[config.mk]
export PLATFORM = sky130hd
export DESIGN_NAME = stuffed_frame_decoder
export DESIGN_NICKNAME = d
export VERILOG_FILES = /design/src/rtl/sfd_pkg.sv /design/src/rtl/sfd_ctrl.sv /design/src/rtl/sfd_datapath.sv /design/src/rtl/stuffed_frame_decoder.sv
export SDC_FILE = /design/constraint.sdc
export NUM_CORES = 1
export LEC_CHECK = 0
export ABC_AREA = 0
export BUFFER_PORTS_ARGS = -buffer_cell sky130_fd_sc_hd__buf_2
export CAP_MARGIN = 40
export CORE_ASPECT_RATIO = 1.1
export CORE_UTILIZATION = 50
export CTS_CLUSTER_SIZE = 12
export DETAILED_ROUTE_END_ITERATION = 8
export PLACE_DENSITY = 0.73
export SYNTH_ARGS = -nofsm -noshare
export SYNTH_HDL_FRONTEND = slang
export SYNTH_SLANG_ARGS = --single-unit
[constraint.sdc]
create_clock -name clk -period 2 [get_ports clk]
set_input_delay 0.1 -clock clk [delete_from_list [all_inputs] [get_ports clk]]
set_output_delay 0.1 -clock clk [all_outputs]
set_load 0.01 [all_outputs]
[src/rtl/sfd_pkg.sv]
package sfd_pkg;
  // Strobes from the control to the datapath, valid for one accepted byte.
  typedef struct packed {
    logic emit;    // load byte into output register and count it
    logic lenClr;  // clear payload length
    logic eof;     // frame closed
  } sfd_strobe_t;
endpackage

[src/rtl/sfd_ctrl.sv]
module sfd_ctrl
  import sfd_pkg::*;
#(
  parameter int DATA_W = 8,
  parameter logic [DATA_W-1:0] DELIM = 8'h02,
  parameter logic [DATA_W-1:0] ESC   = 8'h10
) (
  input  logic              clk,
  input  logic              rst,
  input  logic              accept,
  input  logic [DATA_W-1:0] inByte,
  input  logic              lenZero,
  output sfd_strobe_t       strb,
  output logic              inFrame
);
  logic escPend, escPendNext, inFrameNext;
  logic isDelim, isEsc;

  assign isDelim = (inByte == DELIM);
  assign isEsc   = (inByte == ESC);

  always_comb begin
    strb        = '0;
    escPendNext = escPend;
    inFrameNext = inFrame;
    if (accept) begin
      if (isEsc) begin
        if (!escPend) begin
          escPendNext = 1'b1;
        end else if (inFrame) begin
          strb.emit   = 1'b1;
          escPendNext = 1'b0;
        end
        // escaped escape outside a frame: dropped, flag stays set
      end else if (isDelim) begin
        if (escPend) begin
          escPendNext = 1'b0;
          if (inFrame) strb.emit = 1'b1;
        end else if (!inFrame) begin
          inFrameNext = 1'b1;
        end else if (!lenZero) begin
          inFrameNext = 1'b0;
          strb.lenClr = 1'b1;
          strb.eof    = 1'b1;
        end
        // zero-length delimiter inside a frame: resync, stay in frame
      end else if (inFrame) begin
        strb.emit = 1'b1;
      end
    end
  end

  always_ff @(posedge clk) begin
    if (rst) begin
      escPend <= 1'b0;
      inFrame <= 1'b0;
    end else begin
      escPend <= escPendNext;
      inFrame <= inFrameNext;
    end
  end

  // state is clear in the first cycle after reset
  a_r8_reset_clears: assert property (@(posedge clk) disable iff (rst)
    $past(rst) |-> (!inFrame && !escPend));
endmodule

[src/rtl/sfd_datapath.sv]
module sfd_datapath
  import sfd_pkg::*;
#(
  parameter int DATA_W = 8,
  parameter int LEN_W  = 8
) (
  input  logic              clk,
  input  logic              rst,
  input  sfd_strobe_t       strb,
  input  logic [DATA_W-1:0] inByte,
  input  logic              outReady,
  output logic              outValid,
  output logic [DATA_W-1:0] outByte,
  output logic              outEof,
  output logic              lenZero
);
  logic [LEN_W-1:0] lenCnt;

  assign lenZero = (lenCnt == '0);

  always_ff @(posedge clk) begin
    if (rst) begin
      outValid <= 1'b0;
      outByte  <= '0;
    end else if (strb.emit) begin
      outValid <= 1'b1;
      outByte  <= inByte;
    end else if (outReady) begin
      outValid <= 1'b0;
    end
  end

  always_ff @(posedge clk) begin
    if (rst) begin
      lenCnt <= '0;
      outEof <= 1'b0;
    end else begin
      outEof <= strb.eof;
      if (strb.lenClr)    lenCnt <= '0;
      else if (strb.emit) lenCnt <= lenCnt + 1'b1;
    end
  end

  // a held byte stays put until taken
  a_r7_hold_stable: assert property (@(posedge clk) disable iff (rst)
    (outValid && !outReady) |=> (outValid && $stable(outByte)));
  // end-of-frame is a single-cycle pulse
  a_r4_eof_pulse: assert property (@(posedge clk) disable iff (rst)
    outEof |=> !outEof);
  // a cleared length reads zero next cycle
  a_r9_len_cleared: assert property (@(posedge clk) disable iff (rst)
    $past(strb.lenClr) |-> lenZero);
endmodule

[src/rtl/stuffed_frame_decoder.sv]
module stuffed_frame_decoder
  import sfd_pkg::*;
#(
  parameter int DATA_W = 8,
  parameter int LEN_W  = 8,
  parameter logic [DATA_W-1:0] DELIM = 8'h02,
  parameter logic [DATA_W-1:0] ESC   = 8'h10
) (
  input  logic              clk,
  input  logic              rst,
  input  logic              inValid,
  output logic              inReady,
  input  logic [DATA_W-1:0] inByte,
  output logic              outValid,
  input  logic              outReady,
  output logic [DATA_W-1:0] outByte,
  output logic              outEof,
  output logic              inFrame
);
  sfd_strobe_t strb;
  logic        accept, lenZero;

  assign inReady = !outValid || outReady;
  assign accept  = inValid && inReady;

  sfd_ctrl #(.DATA_W(DATA_W), .DELIM(DELIM), .ESC(ESC)) u_ctrl (
    .clk(clk), .rst(rst), .accept(accept), .inByte(inByte),
    .lenZero(lenZero), .strb(strb), .inFrame(inFrame)
  );

  sfd_datapath #(.DATA_W(DATA_W), .LEN_W(LEN_W)) u_dp (
    .clk(clk), .rst(rst), .strb(strb), .inByte(inByte),
    .outReady(outReady), .outValid(outValid), .outByte(outByte),
    .outEof(outEof), .lenZero(lenZero)
  );

  // a frame end pulse follows leaving a frame
  a_r4_eof_leaves_frame: assert property (@(posedge clk) disable iff (rst)
    outEof |-> (!inFrame && $past(inFrame)));
endmodule

Yosys cells after proc, flatten, opt, wreduce, memory -nomap -nowiden
Cells that the tools add are included.
{"block": "word_totals", "ff_bits": 20, "inputBits": 12, "out_inout_bits": 12, "word_cells": 42}
{"block": "classes", "n_addsub": 1, "n_eq_ne": 2, "n_mux": 18, "n_bitwise": 5, "reduce_logical": 10}
{"cell": "1-bit 2-to-1 mux", "count": 12}
{"cell": "2-bit 2-to-1 mux", "count": 5}
{"cell": "8-bit by 1-bit adder with 8-bit output, second input constant", "count": 1}
{"cell": "8-bit by 2-bit equality test with 1-bit output, second input constant", "count": 1}
{"cell": "8-bit by 5-bit equality test with 1-bit output, second input constant", "count": 1}
{"cell": "8-bit zero test", "count": 1}
{"cell": "6-bit OR reduction", "count": 1}
{"cell": "1-bit NOT", "count": 5}
{"cell": "4-bit AND reduction", "count": 1}
{"cell": "2-bit nonzero test", "count": 2}
{"cell": "3-bit 2-to-1 mux", "count": 1}
{"cell": "2-bit AND reduction", "count": 1}
{"cell": "2-bit OR reduction", "count": 1}
{"cell": "1-bit logical AND", "count": 1}
{"cell": "1-bit zero test", "count": 1}
{"cell": "1-bit logical OR", "count": 1}

Depth between registers and ports, before layout
{"block": "depth", "word_depth": 8, "depth_mapped": 6, "ltp_nobuf": 6}

Hierarchy
A second synthesis with hierarchy kept.
{"block": "unflattened", "cells_unflattened": 96, "hier_area_um2": 917.1}
{"module": "sfd_datapath", "instances": 1, "cells_per_inst": 75, "area_per_inst_um2": 716.9, "seq_area_each_um2": 360.3}
{"module": "sfd_ctrl", "instances": 1, "cells_per_inst": 19, "area_per_inst_um2": 177.7, "seq_area_each_um2": 40.0}
{"module": "stuffed_frame_decoder", "instances": 1, "cells_per_inst": 2, "area_per_inst_um2": 22.5, "seq_area_each_um2": 0.0}

Worst setup path before layout
Ideal clock, no wire load.
{"block": "synth_path", "path_type": "register to register", "startpoint": "register u_dp.lenCnt[0]", "endpoint": "register u_ctrl.inFrame", "setup_time_ns": 0.070, "t_arrival_ns": 1.521, "required_time_ns": 1.930, "path_slack_ns": 0.409, "path_stages_with_launch": 7, "n_path_buf": 0, "synth_period_minus_slack_ns": 1.591, "path_cell_list": "dfxtp_1 > inv_1 > ha_1 > or4b_1 > o41ai_4 > o41ai_4 > a21oi_1"}
{"block": "synth_between", "elab_chain_cells": 3}
{"element": "start: declaration", "line": "sfd_datapath.sv:17", "rtl": "logic [LEN_W-1:0] lenCnt;"}
{"element": "start signal: assignment", "line": "sfd_datapath.sv:40", "rtl": "else if (strb.emit) lenCnt <= lenCnt + 1'b1;"}
{"element": "8-bit zero test", "line": "sfd_datapath.sv:19", "rtl": "assign lenZero = (lenCnt == '0);"}
{"element": "1-bit 2-to-1 mux", "line": "sfd_ctrl.sv:41", "rtl": "end else if (!lenZero) begin"}
{"element": "1-bit 2-to-1 mux", "line": "sfd_ctrl.sv:39", "rtl": "end else if (!inFrame) begin"}
{"element": "end signal: assignment", "line": "sfd_ctrl.sv:59", "rtl": "inFrame <= inFrameNext;"}
{"element": "end: declaration", "line": "sfd_ctrl.sv:14", "rtl": "output logic inFrame"}
No other way between the ends.
A chain may end at the register's enable or synchronous reset.

Final worst setup path
{"block": "layout_path", "startpoint": "register u_dp.lenCnt[0]", "endpoint": "register u_dp.lenCnt[7]"}
{"block": "layout_between", "elab_chain_cells": 8, "elab_cells_between_ends": 9, "cone_classes": "1 x add/sub; 6 x mux; 2 x reduce/logical"}
{"element": "8-bit zero test", "line": "sfd_datapath.sv:19"}
{"element": "2-bit 2-to-1 mux", "line": "sfd_ctrl.sv:41"}
{"element": "2-bit 2-to-1 mux", "line": "sfd_ctrl.sv:39"}
{"element": "2-bit 2-to-1 mux", "line": "sfd_ctrl.sv:36", "rtl": "if (escPend) begin"}
{"element": "2-bit 2-to-1 mux", "line": "sfd_ctrl.sv:35", "rtl": "end else if (isDelim) begin"}
{"element": "2-bit 2-to-1 mux", "line": "sfd_ctrl.sv:27", "rtl": "if (isEsc) begin"}
{"element": "3-bit 2-to-1 mux", "line": "sfd_ctrl.sv:26", "rtl": "if (accept) begin"}
{"element": "2-bit OR reduction (no line)"}
Several ways; a longest one is shown, not always the timed one.

==> flow_metrics.tcl <==
set metrics [dict create \
    status "finished clean" \
    cts_made_buffers 3 \
    fin_crit_sh_pct 87.4 \
    postCtsSetupBuffers 0 \
    die_y_um 49.2 \
    drt_first_pass_iters 4 \
    drt_iter0_markers 19 \
    synth_enable_flop_cells 0 \
    cts_tree "done" \
    leakagePower_nw 0.460 \
    htree_num_levels 1 \
    timing.final.crit_period_ps 1750 \
    initial_core_util_pct 55.0 \
    setup_viol 0 \
    ctsResizeCount 0 \
    drive_gt1_share_pct 23.6 \
    antenna_found_initial 0 \
    place.port_buffers 23 \
    yosysSeqAreaShare_pct 39.5 \
    synth_cells 118 \
    drv_cap 0 \
    cts-root-buf "clkbuf_4" \
    fmax_mhz 572 \
    dpl.cell_count 163 \
    rsz0062_at_grt "false" \
    cp.required_ps 2230 \
    crit_arrival_ps 1980 \
    synth_top_area_share_pct 39.5 \
    ys_top_cells_by_area "dfxtp_1 (40%), a21oi_1 (8.4%), nand3_1 (6.4%)" \
    grt_first_pass_wirelength_um 3690 \
    holdCritPathClass "in -> reg" \
    wl_um 2210 \
    clk_path_buf_depth 2 \
    async_flop_share_pct 0 \
    timing.critical_path.from "u_dp.lenCnt[0]" \
    fillCellCount 169 \
    r2r-start "u_dp.lenCnt[0]" \
    synth_common_cells "dfxtp_1 (20), a21oi_1 (17), nand3_1 (13)" \
    path_max_fanout 9 \
    critPathCaptureType "flip-flop" \
    synth_top_cell_by_area "dfxtp_1" \
    rows 16 \
    synth_warnings 0 \
    worst_hold_slack_ps 65.4 \
    worst_slack_ps 251 \
    syn_area_um2 1010 \
    synth.most_common_cell "dfxtp_1" \
    n_antenna_cell 0 \
    drv_slew 0 \
    cts.reportedPaths.clkPinSlew_ps 120 \
    ys_ff_latch 20 \
    synth_cell_type_count 28 \
    dp_hpwl_um 1630 \
    clock_sinks 20 \
    start_kind "flip-flop" \
    worstSetupPathType "reg -> reg" \
    place_congestion 0.841 \
    grt_overflow 0 \
    drc 0 \
    fin_nets 155 \
    final.setup_skew_ps 5.66 \
    insertion_delay_ps 300 \
    vias 963 \
    grt_max_degree 15 \
    worstHoldStart "inByte[7]" \
    die_area_um2 2210 \
    via_per_inst 5.77 \
    ios 24 \
    synth_fp_nets 132 \
    area_delta_synth_final_pct 18.1 \
    synth-main-ff-cell "dfxtp_1" \
    p_total_uw 771 \
    stdcell_count 167 \
    avgSynthCellArea_um2 8.59 \
    grt_pass1_vias 789 \
    worst_slew_pin_slew_ps 617 \
    pre_cts_slack_ps 274 \
    die_x_um 44.9 \
    max-vdd-ir-drop_mv 0.606 \
    setup_tns_ps 0 \
    ant_nets 0 \
    core_area_um2 1840 \
    power_density_nw_per_um2 644 \
    finalHoldViolations 0 \
    ctsHoldBuffers 0 \
    grtUsageTotal_pct 22.4 \
    wl_per_cell_um 13.2 \
    maxSlewHeadroom_pct 58.7 \
]
cell usage in the layout, fill, tap and decap left out, drive strengths merged, types with 2 or more instances in the layout:
master   n
dfxtp   20
or4      5
clkbuf   3
ha       2
nand4    4
o31ai    5
o21ai   12
a21oi   18
nand2b   2
nand2    4
and3     3
o41ai    2
buf     25
nand3   13
inv      7
nor3     3
or3      2
cell type report:
cell class	instances	area, um^2	area share (%)
Multi-Input combinational cell	84	554	46.3
Sequential cell	20	400	33.4
Inverter	7	26.3	2.19
Clock inverter	1	30.0	2.51
Timing Repair Buffer	25	130	10.9
Tap cell	27	33.8	2.82
Clock buffer	3	22.5	1.88
worst paths after layout:
kind	cells after the start	end	slack (ps)
setup / recovery	6	u_dp.lenCnt[7]	250
hold / removal	3	u_dp.outByte[7]	70
setup reg to reg	6	u_dp.lenCnt[7]	250
hold reg to reg	2	u_dp.outByte[5]	480
through the flow:
step | utilization, % | instance area, um^2
after detailed placement | 62.2 | 1140
after floorplan | - | 1010
after CTS | 65.0 | 1200
final | 65.0 | 1200
after global routing | 65.0 | 1200
after global placement | 62.2 | 1140
critical path, stage by stage, from the launching register on:
cell     delay, ps
dfxtp_1        360
inv_1           80
ha_1           130
or4b_1         480
o41ai_4        310
o41ai_4        170
a21oi_1        160
sequential cells by signal (all words and copies together), names as in the netlist:
register	count
u_dp.lenCnt	8
u_ctrl.escPend	1
u_dp.outValid	1
u_ctrl.inFrame	1
u_dp.outEof	1
u_dp.outByte	8
cell families after synthesis:
family,synth area share [%]
AO/OA/AOI/OAI,25.6
XOR/XNOR,0.864
adder cells (fa/ha/maj),2.47
buffers and inverters,5.80
flip-flops,39.5
AND/OR/NAND/NOR,25.8
routing by layer:
| metal | GRT usage, % | routed length [um] | vias up |
|---|---|---|---|
| li1 | - | - | 484 |
| met1 | 32.3 | 1050 | 451 |
| met2 | 32.6 | 1060 | 24 |
| met3 | 3.33 | 55 | 4 |
| met4 | 9.09 | 40 | 0 |
| met5 | 0 | 0 | - |
where the power goes:
group | total, mW | internal [mW] | switching [mW]
combinational | 0.0433 | 0.0167 | 0.0266
sequential | 0.399 | 0.398 | 0.000242
clock | 0.329 | 0.203 | 0.126
No activity file was read; power rests on OpenSTA's default activity.
